**config.mk**
```make
export PLATFORM = sky130hd
export DESIGN_NAME = nvm_page_writer
export DESIGN_NICKNAME = d
export VERILOG_FILES = /design/src/rtl/nvmw_pkg.sv /design/src/rtl/nvmw_dpath.sv /design/src/rtl/nvmw_ctrl.sv /design/src/rtl/nvm_page_writer.sv
export SDC_FILE = /design/constraint.sdc
export NUM_CORES = 1
export LEC_CHECK = 0
export BUFFER_PORTS_ARGS = -buffer_cell sky130_fd_sc_hd__buf_2
export CAP_MARGIN = 40
export CELL_PAD_IN_SITES_DETAIL_PLACEMENT = 1
export CELL_PAD_IN_SITES_GLOBAL_PLACEMENT = 1
export CORE_MARGIN = 5
export CORE_UTILIZATION = 45
export DETAILED_ROUTE_END_ITERATION = 7
export PLACE_DENSITY = 0.92
export SLEW_MARGIN = 20
export SYNTH_ARGS = -nofsm -noshare
export SYNTH_HDL_FRONTEND = slang
export SYNTH_SLANG_ARGS = --single-unit
```
**constraint.sdc**
```tcl
create_clock -name clk -period 3.7 [get_ports clk]
set_input_delay 0.74 -clock clk [delete_from_list [all_inputs] [get_ports clk]]
set_output_delay 0.74 -clock clk [all_outputs]
set_load 0.05 [all_outputs]
```
**src/rtl/nvmw_pkg.sv**
```systemverilog
package nvmw_pkg;

  typedef enum logic [2:0] {
    ST_IDLE,
    ST_NEXT,
    ST_WLOW,
    ST_WHIGH,
    ST_PREAD,
    ST_PGAP
  } ctlState_t;

  // strobes from control to datapath
  typedef struct packed {
    logic capReq;
    logic capByte;
    logic stepPrefix;
    logic stepByte;
  } dpStrobe_t;

  localparam logic [1:0] ERR_REQ  = 2'd1;
  localparam logic [1:0] ERR_GAP  = 2'd2;
  localparam logic [1:0] ERR_POLL = 2'd3;

  localparam int UNLOCK_LEN = 3;

  function automatic logic [14:0] unlockAddr(input logic [1:0] step);
    case (step)
      2'd1:    return 15'h2AAA;
      default: return 15'h5555;
    endcase
  endfunction

  function automatic logic [7:0] unlockData(input logic [1:0] step);
    case (step)
      2'd0:    return 8'hAA;
      2'd1:    return 8'h55;
      default: return 8'hA0;
    endcase
  endfunction

endpackage

```
**src/rtl/nvmw_dpath.sv**
```systemverilog
module nvmw_dpath
  import nvmw_pkg::*;
#(
  parameter int ADDR_W = 15,
  parameter int DATA_W = 8,
  parameter int CNT_W  = 7
) (
  input  logic              clk,
  input  logic              rstN,
  input  dpStrobe_t         stb,
  input  logic [ADDR_W-1:0] reqAddr,
  input  logic [CNT_W-1:0]  reqCount,
  input  logic              reqUnlock,
  input  logic [DATA_W-1:0] inData,
  input  logic              memPollBit,
  output logic [ADDR_W-1:0] memAddr,
  output logic [DATA_W-1:0] memDout,
  output logic              inPrefix,
  output logic              lastByte,
  output logic              pollMatch
);

  localparam logic [1:0] PFX_LAST = 2'(UNLOCK_LEN - 1);

  logic [ADDR_W-1:0] baseAddr;
  logic [CNT_W-1:0]  cntReg;
  logic [CNT_W-1:0]  idx;
  logic [1:0]        pfxIdx;
  logic              pfxOn;
  logic [DATA_W-1:0] dataReg;

  always_ff @(posedge clk or negedge rstN) begin
    if (!rstN) begin
      baseAddr <= '0;
      cntReg   <= '0;
      idx      <= '0;
      pfxIdx   <= '0;
      pfxOn    <= 1'b0;
      dataReg  <= '0;
    end else begin
      if (stb.capReq) begin
        baseAddr <= reqAddr;
        cntReg   <= reqCount;
        idx      <= '0;
        pfxIdx   <= '0;
        pfxOn    <= reqUnlock;
      end
      if (stb.stepPrefix) begin
        if (pfxIdx == PFX_LAST) pfxOn <= 1'b0;
        else pfxIdx <= pfxIdx + 2'd1;
      end
      if (stb.capByte) dataReg <= inData;
      if (stb.stepByte) idx <= idx + CNT_W'(1);
    end
  end

  // after the final byte idx is left in place, so the poll address is the last one written
  assign memAddr   = pfxOn ? ADDR_W'(unlockAddr(pfxIdx)) : baseAddr + ADDR_W'(idx);
  assign memDout   = pfxOn ? DATA_W'(unlockData(pfxIdx)) : dataReg;
  assign inPrefix  = pfxOn;
  assign lastByte  = (idx == cntReg - CNT_W'(1));
  assign pollMatch = (memPollBit == dataReg[DATA_W-1]);

endmodule

```
**src/rtl/nvmw_ctrl.sv**
```systemverilog
module nvmw_ctrl
  import nvmw_pkg::*;
#(
  parameter int PAGE_W     = 6,
  parameter int CNT_W      = 7,
  parameter int T_WP       = 13,
  parameter int T_WPH      = 7,
  parameter int T_ACC      = 19,
  parameter int T_RCV      = 7,
  parameter int GAP_LIMIT  = 18000,
  parameter int POLL_LIMIT = 50000
) (
  input  logic              clk,
  input  logic              rstN,
  input  logic              reqValid,
  input  logic [PAGE_W-1:0] reqOffset,
  input  logic [CNT_W-1:0]  reqCount,
  input  logic              inValid,
  input  logic              inPrefix,
  input  logic              lastByte,
  input  logic              pollMatch,
  output dpStrobe_t         stb,
  output logic              reqReady,
  output logic              inReady,
  output logic              memCeN,
  output logic              memWeN,
  output logic              memOeN,
  output logic              memDrive,
  output logic              done,
  output logic              err,
  output logic [1:0]        errCode
);

  localparam int PAGE_BYTES = 1 << PAGE_W;
  localparam int TMR_W  = $clog2(T_WP + T_WPH + T_ACC + T_RCV) + 1;
  localparam int GAP_W  = $clog2(GAP_LIMIT + 1);
  localparam int POLL_W = $clog2(POLL_LIMIT + 1);

  localparam logic [TMR_W-1:0]  WP_END   = TMR_W'(T_WP - 1);
  localparam logic [TMR_W-1:0]  WPH_END  = TMR_W'(T_WPH - 1);
  localparam logic [TMR_W-1:0]  ACC_END  = TMR_W'(T_ACC - 1);
  localparam logic [TMR_W-1:0]  RCV_END  = TMR_W'(T_RCV - 1);
  localparam logic [GAP_W-1:0]  GAP_MAX  = GAP_W'(GAP_LIMIT);
  localparam logic [POLL_W-1:0] POLL_END = POLL_W'(POLL_LIMIT - 1);
  localparam logic [CNT_W:0]    SPAN_MAX = (CNT_W+1)'(PAGE_BYTES);

  ctlState_t st, stNext;
  logic [TMR_W-1:0]  tmr;
  logic [GAP_W-1:0]  gapCnt;
  logic [POLL_W-1:0] pollCnt;
  logic tmrClr, gapClr, pollClr, pollInc;
  logic doneNext, errNext;
  logic [1:0] codeNext;
  logic [CNT_W:0] spanEnd;
  logic reqBad;

  assign spanEnd = (CNT_W+1)'(reqOffset) + (CNT_W+1)'(reqCount);
  assign reqBad  = (reqCount == '0) || ({1'b0, reqCount} > SPAN_MAX) || (spanEnd > SPAN_MAX);

  always_comb begin
    stNext   = st;
    stb      = '0;
    tmrClr   = 1'b0;
    gapClr   = 1'b0;
    pollClr  = 1'b0;
    pollInc  = 1'b0;
    doneNext = 1'b0;
    errNext  = 1'b0;
    codeNext = errCode;
    case (st)
      ST_IDLE: begin
        if (reqValid) begin
          if (reqBad) begin
            errNext  = 1'b1;
            codeNext = ERR_REQ;
          end else begin
            stb.capReq = 1'b1;
            gapClr     = 1'b1;
            stNext     = ST_NEXT;
          end
        end
      end
      ST_NEXT: begin
        if (inPrefix) begin
          stNext = ST_WLOW;
          tmrClr = 1'b1;
          gapClr = 1'b1;
        end else if (inValid) begin
          stb.capByte = 1'b1;
          stNext      = ST_WLOW;
          tmrClr      = 1'b1;
          gapClr      = 1'b1;
        end else if (gapCnt >= GAP_MAX) begin
          errNext  = 1'b1;
          codeNext = ERR_GAP;
          stNext   = ST_IDLE;
        end
      end
      ST_WLOW: begin
        if (tmr == WP_END) begin
          stNext = ST_WHIGH;
          tmrClr = 1'b1;
        end
      end
      ST_WHIGH: begin
        if (tmr == WPH_END) begin
          tmrClr = 1'b1;
          if (inPrefix) begin
            stb.stepPrefix = 1'b1;
            stNext         = ST_NEXT;
          end else if (lastByte) begin
            pollClr = 1'b1;
            stNext  = ST_PREAD;
          end else begin
            stb.stepByte = 1'b1;
            stNext       = ST_NEXT;
          end
        end
      end
      ST_PREAD: begin
        if (tmr == ACC_END) begin
          tmrClr = 1'b1;
          if (pollMatch) begin
            doneNext = 1'b1;
            stNext   = ST_IDLE;
          end else if (pollCnt >= POLL_END) begin
            errNext  = 1'b1;
            codeNext = ERR_POLL;
            stNext   = ST_IDLE;
          end else begin
            pollInc = 1'b1;
            stNext  = ST_PGAP;
          end
        end
      end
      ST_PGAP: begin
        if (tmr == RCV_END) begin
          tmrClr = 1'b1;
          stNext = ST_PREAD;
        end
      end
      default: stNext = ST_IDLE;
    endcase
  end

  always_ff @(posedge clk or negedge rstN) begin
    if (!rstN) begin
      st      <= ST_IDLE;
      tmr     <= '0;
      gapCnt  <= '0;
      pollCnt <= '0;
      done    <= 1'b0;
      err     <= 1'b0;
      errCode <= '0;
    end else begin
      st      <= stNext;
      tmr     <= tmrClr ? '0 : tmr + TMR_W'(1);
      if (gapClr) gapCnt <= '0;
      else if (gapCnt < GAP_MAX) gapCnt <= gapCnt + GAP_W'(1);
      if (pollClr) pollCnt <= '0;
      else if (pollInc) pollCnt <= pollCnt + POLL_W'(1);
      done    <= doneNext;
      err     <= errNext;
      errCode <= codeNext;
    end
  end

  assign reqReady = (st == ST_IDLE);
  assign inReady  = (st == ST_NEXT) && !inPrefix;
  assign memCeN   = !((st == ST_WLOW) || (st == ST_PREAD));
  assign memWeN   = !(st == ST_WLOW);
  assign memOeN   = !(st == ST_PREAD);
  assign memDrive = (st == ST_NEXT) || (st == ST_WLOW) || (st == ST_WHIGH);

endmodule

```
**src/rtl/nvm_page_writer.sv**
```systemverilog
module nvm_page_writer
  import nvmw_pkg::*;
#(
  parameter int ADDR_W     = 15,
  parameter int DATA_W     = 8,
  parameter int PAGE_W     = 6,
  parameter int T_WP       = 13,
  parameter int T_WPH      = 7,
  parameter int T_ACC      = 19,
  parameter int T_RCV      = 7,
  parameter int GAP_LIMIT  = 18000,
  parameter int POLL_LIMIT = 50000
) (
  input  logic                                clk,
  input  logic                                rstN,
  input  logic                                reqValid,
  input  logic [ADDR_W-1:0]                   reqAddr,
  input  logic [$clog2((1<<PAGE_W)+1)-1:0]    reqCount,
  input  logic                                reqUnlock,
  output logic                                reqReady,
  input  logic                                inValid,
  input  logic [DATA_W-1:0]                   inData,
  output logic                                inReady,
  output logic                                memCeN,
  output logic                                memWeN,
  output logic                                memOeN,
  output logic [ADDR_W-1:0]                   memAddr,
  output logic [DATA_W-1:0]                   memDout,
  output logic                                memDrive,
  input  logic                                memPollBit,
  output logic                                done,
  output logic                                err,
  output logic [1:0]                          errCode
);

  localparam int CNT_W = $clog2((1 << PAGE_W) + 1);

  dpStrobe_t stb;
  logic inPrefix, lastByte, pollMatch;

  nvmw_ctrl #(
    .PAGE_W(PAGE_W), .CNT_W(CNT_W), .T_WP(T_WP), .T_WPH(T_WPH),
    .T_ACC(T_ACC), .T_RCV(T_RCV), .GAP_LIMIT(GAP_LIMIT), .POLL_LIMIT(POLL_LIMIT)
  ) ctrl_i (
    .clk(clk), .rstN(rstN),
    .reqValid(reqValid), .reqOffset(reqAddr[PAGE_W-1:0]), .reqCount(reqCount),
    .inValid(inValid), .inPrefix(inPrefix), .lastByte(lastByte), .pollMatch(pollMatch),
    .stb(stb), .reqReady(reqReady), .inReady(inReady),
    .memCeN(memCeN), .memWeN(memWeN), .memOeN(memOeN), .memDrive(memDrive),
    .done(done), .err(err), .errCode(errCode)
  );

  nvmw_dpath #(
    .ADDR_W(ADDR_W), .DATA_W(DATA_W), .CNT_W(CNT_W)
  ) dpath_i (
    .clk(clk), .rstN(rstN), .stb(stb),
    .reqAddr(reqAddr), .reqCount(reqCount), .reqUnlock(reqUnlock),
    .inData(inData), .memPollBit(memPollBit),
    .memAddr(memAddr), .memDout(memDout),
    .inPrefix(inPrefix), .lastByte(lastByte), .pollMatch(pollMatch)
  );

endmodule

```
==> results.txt, run 1 <==
The final number of max-transition violations is 0. The share of final-layout standard cells stronger than drive strength 1 is 22.1%. The total count of hold-check failures in the final report is 0. The count of buffers added on input and output ports is 68. The net total in the final layout is 705. The static leakage is 0.00299 uW.

The number of global-route vias before repair came to 5037. The worst register-to-register path begins at dpath_i.cntReg[2]$_DFFE_PN0P_. Headroom to the max-slew limit came out at 45.5%.

The path category of the worst min-delay check is in -> async. The synthesis-to-layout area growth came out at 16.5%. The die height is 119 um.

The net count of the mapped netlist came out at 632. The final period demand of the worst path came out at 3.60 ns. The post-detailed-placement half-perimeter wirelength is 11.2 mm. The multi-input combinational cells in the finished layout cover a total of 3040 um2. The reg-to-reg setup timing slack is 0.84 ns.

The pin count of the biggest net entering global routing is 58. Summing the sequential cell areas from Yosys gives 39.7% of the chip area. The number of enable-type register cells in the synthesized netlist is 0. The total detailed-routing wirelength came out at 15.8 mm.

In this run the clock root is driven by a sky130_fd_sc_hd__clkbuf_16. For this run, the leading register cell type out of synthesis is sky130_fd_sc_hd__dfrtp_1. The critical path's top delay family is compound AO/OA/AOI/OAI gates. The area after detailed placement came out at 5860 um2. The H-tree depth is 3.

The Yosys step of the flow raised 0 warnings. At the pin with the least slew margin, the transition time is 0.809 ns. Traced cell by cell, the critical path runs through ha_1, inv_1, fa_1, nor2b_1, o21ai_1, a21boi_1, buf_4, o211ai_1, a21oi_1, or4_1, buf_6. The wire length per cell is 19.9 um.

The number of placed instances, taps included, is 773. The number of top-level pins is 69. The number of diodes came out at 0.

The largest fanout on the critical path came out at 5. The final cell count without fillers came out at 794. TritonCTS built the clock tree. The wire length of the first global-routing pass is 26.0 mm. The largest vdd supply drop is 0.310 mV. The total number of clock tree sinks came out at 85. The die outline area came out at 14200 um2.

The type of element launching the critical path is a flop. The post-route cell area came out at 6240 um2. The library cell used most frequently in the layout, excluding fill and tap cells, is sky130_fd_sc_hd__dfrtp_1. The async set-reset flop share out of synthesis came out at 100%.

The later-pin clock latency in the skew report is 0.35 ns. The gate count of the mapped netlist is 573. The count of buffering cells on the critical path with inverters included is 3. The cell with the largest stage delay on the worst path is sky130_fd_sc_hd__or4_1. The share of the cycle needed by the critical path after routing came out at 97.4%.

STA classifies the critical path endpoint as a primary output. The area inside the core boundary came out at 11500 um2. Global routing consumed, over all layers together, 22.6% of the routing resources. A synthesized cell averages 9.34 um2. The critical path data required time is 2.96 ns. The cell area after synthesis is 5350 um2. The library cells used most frequently in the layout, excluding fill and tap cells, are 84 x sky130_fd_sc_hd__dfrtp_1, 75 x sky130_fd_sc_hd__nor2_1, 66 x sky130_fd_sc_hd__buf_2, 34 x sky130_fd_sc_hd__inv_1, 31 x sky130_fd_sc_hd__nand2_1.

The initial core utilization came out at 46.5%. The initial DRC count is 281. The number of fill cells is 1350.

The area taken by flip-flops and latches came out at 2130 um2. The vias after detailed routing came out at 4591. The utilization of the core after routing is 54.2%.

The total power consumption of the routed design is 4470 uW. The power per unit of standard cell area came out at 716 nW/um2. The distinct cell type count after synthesis came out at 65. The setup-violating endpoint count in the final report is 0. The first-pass iteration count of the detailed router is 5. The setup TNS came out at 0 ns. After synthesis the netlist holds a flip-flop and latch count of 85. The reported max-cap violation count came out at 0. The most critical setup path has its startpoint at dpath_i.idx[0]$_DFFE_PN0P_. The die extent in x came out at 119 um. The CTS buffer count came out at 9. The number of antenna violations at the first check in global routing came out at 0. The remaining routing DRC violations came out at 0. The routability congestion estimate is 0.866.

The maximum clock insertion buffer count is 2. The number of cell rows came out at 39. For the final database, setup skew stands at 0.00586 ns.

The routed via count divided by cell count is 5.78. The data arrival time of the worst path came out at 2.86 ns. The peak per-stage delay on the critical path is 0.55 ns. Once detail routing completed, the nets flagged for antenna violations numbered 0. The aggregate global routing overflow came out at 0. The run finished with clean final reports. The maximum clock frequency came out at 277 MHz. The clock-pin slew reported for the worst setup and hold paths after clock tree synthesis came out at 0.07 ns.

The setup path with the least slack is of type reg -> out.
[synthesized netlist by cell type, types with 3 or more instances]
cell type | instances | area, um2
sky130_fd_sc_hd__buf_2 | 3 | 15.0
sky130_fd_sc_hd__dfrtp_1 | 85 | 2130
sky130_fd_sc_hd__ha_1 | 21 | 263
sky130_fd_sc_hd__nand2b_1 | 8 | 50.1
sky130_fd_sc_hd__nor2_1 | 75 | 282
sky130_fd_sc_hd__nand3_1 | 28 | 140
sky130_fd_sc_hd__a31o_2 | 3 | 26.3
sky130_fd_sc_hd__a211o_1 | 3 | 26.3
sky130_fd_sc_hd__o211a_1 | 3 | 30.0
sky130_fd_sc_hd__a21oi_1 | 18 | 90.1
sky130_fd_sc_hd__nand4_1 | 17 | 106
sky130_fd_sc_hd__nand2_1 | 31 | 116
sky130_fd_sc_hd__nor2b_1 | 5 | 31.3
sky130_fd_sc_hd__a21boi_0 | 3 | 22.5
sky130_fd_sc_hd__mux2i_1 | 4 | 40.0
sky130_fd_sc_hd__and3_1 | 10 | 62.6
sky130_fd_sc_hd__a21o_1 | 11 | 82.6
sky130_fd_sc_hd__mux2_2 | 30 | 338
sky130_fd_sc_hd__clkbuf_1 | 11 | 41.3
sky130_fd_sc_hd__o211ai_1 | 6 | 45.0
sky130_fd_sc_hd__nor4_1 | 4 | 25.0
sky130_fd_sc_hd__nor3_1 | 21 | 105
sky130_fd_sc_hd__inv_1 | 34 | 128
sky130_fd_sc_hd__xnor2_1 | 25 | 219
sky130_fd_sc_hd__o31ai_1 | 4 | 30.0
sky130_fd_sc_hd__xor2_1 | 26 | 228
sky130_fd_sc_hd__or2_2 | 4 | 25.0
sky130_fd_sc_hd__o21ai_0 | 22 | 110
sky130_fd_sc_hd__o21a_1 | 10 | 75.1
sky130_fd_sc_hd__a211oi_1 | 3 | 22.5
[what timing repair did]
| action | 4_1_cts | 5_1_grt |
|---|---|---|
| pin swaps | 1 | 4 |
| hold buffers | 0 | 0 |
| buffers inserted | 1 | 4 |
| resized for setup | 2 | 5 |
| setup endpoints to repair | 1 | 3 |
[final timing paths]
path                                                        to  depth (start not counted)
worst max-delay path                               memAddr[10]                         11
worst min-delay path              ctrl_i.gapCnt[1]$_DFFE_PN0P_                          1
worst max register to register      dpath_i.idx[3]$_DFFE_PN0P_                          6
worst min register to register         ctrl_i.tmr[0]$_DFF_PN0_                          1
max in group asynchronous       ctrl_i.pollCnt[10]$_DFFE_PN0P_                          2
min in group clk                       ctrl_i.tmr[0]$_DFF_PN0_                          1
[metrics by stage]
step	hold slack (ns)	setup slack, ns
after floorplan	0.444	0.0204
after global placement	0.465	0.400
after detailed placement	0.490	0.225
after CTS	0.329	0.0173
after global routing	0.343	-0.0363
final	0.320	0.0960
[state kept, by name (all words and copies together), names as in the netlist]
| name | flops |
|---|---|
| ctrl_i.done | 1 |
| ctrl_i.err | 1 |
| ctrl_i.errCode | 2 |
| ctrl_i.gapCnt | 15 |
| ctrl_i.pollCnt | 16 |
| ctrl_i.st | 3 |
| ctrl_i.tmr | 7 |
| dpath_i.baseAddr | 15 |
| dpath_i.cntReg | 7 |
| dpath_i.dataReg | 8 |
| dpath_i.idx | 7 |
| dpath_i.inPrefix | 1 |
| dpath_i.pfxIdx | 2 |
[layer usage]
metal	vias to the layer above	global-route usage (%)	wire length, um
li1	2166	-	-
met1	2273	26.7	6570
met2	124	40.8	8160
met3	28	5.17	734
met4	0	6.95	311
met5	-	0	0
[logic make-up (layout without fill, tap and decap cells)]
family          after synthesis  count (layout)  synth area share, %
mux                          34              34                 7.06
buf+inv                      50             128                 3.79
xor+xnor                     51              51                 8.35
flops                        85              85                 39.7
compound gates              106             106                 14.5
simple gates                224             224                 20.9
fa+ha+maj                    23              23                 5.66
[area by class of cell]
| type | count | share of cell area [%] |
|---|---|---|
| Inverter | 34 | 2.05 |
| Sequential cell | 85 | 34.1 |
| Clock inverter | 7 | 1.58 |
| Timing Repair Buffer | 78 | 7.12 |
| Clock buffer | 9 | 3.61 |
| Tap cell | 143 | 2.87 |
| Multi-Input combinational cell | 438 | 48.7 |
[worst reg2reg max path: cells and delay by family, from the launching register on]
kind             cells  cell delay [ns]
AO/OA/AOI/OAI        4             1.47
AND/OR/NAND/NOR      2             0.88
flip-flops           1             0.46
[where the power goes]
part           switching (uW)  internal (uW)  total (uW)
Sequential                281           1160        1440
Clock                     403            595         998
Combinational            1370            664        2030
(Power assumes the default switching activity.)
==> inputs of run 2 (changes only) <==
==> constraint.sdc (replaced) <==
create_clock -name clk -period 3.7 [get_ports clk]
set_input_delay 0.555 -clock clk [delete_from_list [all_inputs] [get_ports clk]]
set_output_delay 0.555 -clock clk [all_outputs]
set_load 0.05 [all_outputs]
==> results.txt, run 2 (synthesis results as in run 1) <==
Result of the run: complete, no violations (unchanged). The startpoint of the worst-slack reg-to-reg timing path is ctrl_i.tmr[0]$_DFF_PN0_ (was dpath_i.cntReg[2]$_DFFE_PN0P_). The critical path data required time came out at 3.14 ns (was 2.96 ns). The register with the highest flop count was ctrl_i.pollCnt (unchanged). The share of final-layout standard cells stronger than drive strength 1 came out at 21.8% (was 22.1%). The aggregate global routing overflow came out at 0 (unchanged). The initial DRC count came out at 260 (was 281). The post-route cell area came out at 6210 um2 (was 6240 um2). The CTS buffer count came out at 9 (unchanged). The data arrival time of the worst path is 3.01 ns (was 2.86 ns). The type of the worst setup path is reg -> out (unchanged).

The largest vdd supply drop is 0.420 mV (was 0.310 mV). The peak per-stage delay on the critical path came to 0.50 ns (was 0.55 ns). The count of antenna-violating nets left after detailed routing came out at 0 (unchanged). The final worst slack is 0.137 ns (was 0.0960 ns).

The count of buffers from port buffering is 68 (unchanged). The area inside the core boundary came out at 11500 um2 (unchanged). The total power consumption of the routed design came out at 4500 uW (was 4470 uW). The final number of max-transition violations is 0 (unchanged). The later-pin clock latency in the skew report came out at 0.35 ns (about the same). The slew at the pin closest to its max-slew limit is 0.843 ns (was 0.809 ns). The maximum clock frequency came to 281 MHz (was 277 MHz). The die height was 119 um (unchanged).

The cell count of the worst reg-to-reg path came out at 8 (was 6). The buffer cell driving the clock tree root is sky130_fd_sc_hd__clkbuf_16 (unchanged). The maximum clock insertion buffer count is 2 (unchanged).

The path category of the worst min-delay check is in -> async (unchanged). The share of the cycle needed by the critical path after routing came out at 96.3% (was 97.4%). The pin count of the biggest net entering global routing came to 46 (was 58). The number of cell rows came out at 39 (unchanged). The setup-violating endpoint count in the final report is 0 (unchanged).

The wire length per cell is 20.1 um (was 19.9 um). The worst max-slew margin expressed relative to the limit came to 43.2% (was 45.5%). The utilization of the core after routing came to 54.0% (was 54.2%).

The routability congestion estimate is 0.840 (was 0.866). The wire length of the first global-routing pass came out at 26.5 mm (was 26.0 mm). The number of antenna violations at the first check in global routing is 0 (unchanged).

The number of diodes is 0 (unchanged). The number of global-route vias before repair is 5210 (was 5037). The number of top-level pins is 69 (unchanged). The static leakage came out at 0.00299 uW (about the same). The reported max-cap violation count came to 0 (unchanged). The final cell count without fillers is 791 (was 794). The cell with the largest stage delay on the worst path was sky130_fd_sc_hd__or4_1 (unchanged).

The reg-to-reg setup timing slack came to 0.86 ns (was 0.84 ns). The die extent in x is 119 um (unchanged). The clock tree from TritonCTS is built (unchanged). The post-placement setup slack came out at 0.246 ns (was 0.225 ns). The category of the worst setup path capture point is a primary output (unchanged).

The clock-pin slew reported for the worst setup and hold paths after clock tree synthesis came out at 0.07 ns (about the same). The final period demand of the worst path is 3.56 ns (was 3.60 ns). Largest regs: ctrl_i.pollCnt x16, ctrl_i.gapCnt x15, dpath_i.baseAddr x15 (unchanged).

The vias after detailed routing was 4684 (was 4591). The total count of hold-check failures in the final report came out at 0 (unchanged). The total number of clock tree sinks came to 85 (unchanged). The post-detailed-placement half-perimeter wirelength is 11.3 mm (was 11.2 mm). The number of flip-flops in the largest register was 16 (unchanged). The total detailed-routing wirelength is 15.9 mm (was 15.8 mm). The net total in the final layout came out at 702 (was 705). The synthesis-to-layout area growth came out at 16.1% (was 16.5%). The type of element launching the critical path is a flop (unchanged). The area after detailed placement came to 5860 um2 (unchanged). The power per unit of standard cell area came out at 725 nW/um2 (was 716 nW/um2). The first-pass iteration count of the detailed router is 4 (was 5).

The H-tree depth is 3 (unchanged). The final setup skew came out at 0.00698 ns (was 0.00586 ns). The global-route total usage across every layer came out at 23.2% (was 22.6%). The initial core utilization was 46.5% (unchanged). The routed via count divided by cell count was 5.92 (was 5.78).

CP Cell Sequence: ha_1, inv_1, fa_1, nor2b_1, o21ai_0, a21boi_2, o211a_1, nor3_1, or4_1, buf_4 (was ha_1, inv_1, fa_1, nor2b_1, o21ai_1, a21boi_1, buf_4, o211ai_1, a21oi_1, or4_1, buf_6). The area taken by flip-flops and latches is 2130 um2 (unchanged). The number of fill cells was 1373 (was 1350). The commonest non-fill, non-tap cell in the layout was sky130_fd_sc_hd__dfrtp_1 (unchanged). The area occupied by multi-input gates is 3030 um2 (was 3040 um2). The largest fanout on the critical path came out at 6 (was 5). The endpoint of the most critical register-to-register path is ctrl_i.st[0]$_DFFE_PN0P_ (was dpath_i.idx[3]$_DFFE_PN0P_). The number of placed instances with taps included came out at 773 (unchanged). The die outline area is 14200 um2 (unchanged). Commonest cells after routing, fill and taps aside: 84 x sky130_fd_sc_hd__dfrtp_1, 75 x sky130_fd_sc_hd__nor2_1, 66 x sky130_fd_sc_hd__buf_2, 34 x sky130_fd_sc_hd__inv_1, 31 x sky130_fd_sc_hd__nand2_1 (unchanged). The remaining routing DRC violations came out at 0 (unchanged).
==> run 2: cell types whose count changed in the layout (fill, tap and decap cells not counted) <==
cell / previous run / this run
sky130_fd_sc_hd__o21ai_1: 2 / 1
sky130_fd_sc_hd__ha_4: 1 / 0
sky130_fd_sc_hd__buf_4: 10 / 8
sky130_fd_sc_hd__a21boi_1: 1 / 0
sky130_fd_sc_hd__inv_6: 1 / 0
sky130_fd_sc_hd__buf_6: 1 / 0
sky130_fd_sc_hd__clkinvlp_4: 1 / 0
sky130_fd_sc_hd__ha_1: 20 / 21
sky130_fd_sc_hd__o21ai_0: 21 / 22
sky130_fd_sc_hd__clkbuf_8: 0 / 2
sky130_fd_sc_hd__a21boi_2: 1 / 2
==> run 2: through the flow <==
stage          hold WS (ns)  TNS [ns]
2_1_floorplan         0.259         0
3_3_place_gp          0.462         0
3_5_place_dp          0.498         0
4_1_cts               0.136         0
5_1_grt               0.151   -0.0136
6_report              0.129         0
==> run 2: how the worst max path moves through the flow <==
| stage | start | endpoint | slack [ns] | cells past startpoint |
|---|---|---|---|---|
| after floorplan | dpath_i.idx[0]$_DFFE_PN0P_ | memAddr[6] | 0.21 | 9 |
| after global placement | dpath_i.idx[0]$_DFFE_PN0P_ | memAddr[10] | 0.44 | 10 |
| after detailed placement | dpath_i.idx[0]$_DFFE_PN0P_ | memAddr[10] | 0.25 | 10 |
| after CTS | dpath_i.idx[0]$_DFFE_PN0P_ | memAddr[10] | 0.08 | 10 |
| after global routing | dpath_i.idx[0]$_DFFE_PN0P_ | memAddr[10] | -0.01 | 10 |
| final | dpath_i.idx[0]$_DFFE_PN0P_ | memAddr[10] | 0.14 | 10 |
==> run 2: area by class of cell <==
class | count | share of cell area [%]
Clock buffer | 11 | 4.07
Tap cell | 143 | 2.88
Inverter | 34 | 2.05
Timing Repair Buffer | 75 | 6.72
Multi-Input combinational cell | 438 | 48.7
Clock inverter | 5 | 1.33
Sequential cell | 85 | 34.2
==> run 2: routing by layer <==
layer  up-vias  track usage (%)  share of wire (%)
met5         -                0                  0
met1      2365             25.9                 40
li1       2171                -                  -
met2       109             42.7                 53
met3        39             4.83                4.4
met4         0             9.49                2.6
==> run 2: where the power goes <==
part	switching [uW]	total [uW]	internal, uW
Sequential	265	1420	1160
Combinational	1400	2050	654
Clock	395	1030	630
==> run 2: timing repair <==
| item | in CTS | in global routing |
|---|---|---|
| pin swaps | 0 | 2 |
| buffers inserted | 0 | 2 |
| cloned | 0 | 0 |
| hold buffers | 0 | 0 |
| endpoints found under the setup margin | 1 | 1 |
| gates resized for setup | 2 | 3 |
==> run 2: worst max-delay path, delay by kind of cell (launching register included) <==
family          cells  cell delay (ns)
compound gates      3             0.67
fa+ha+maj           2             0.58
buf+inv             2             0.27
simple gates        3             0.71
flops               1             0.42
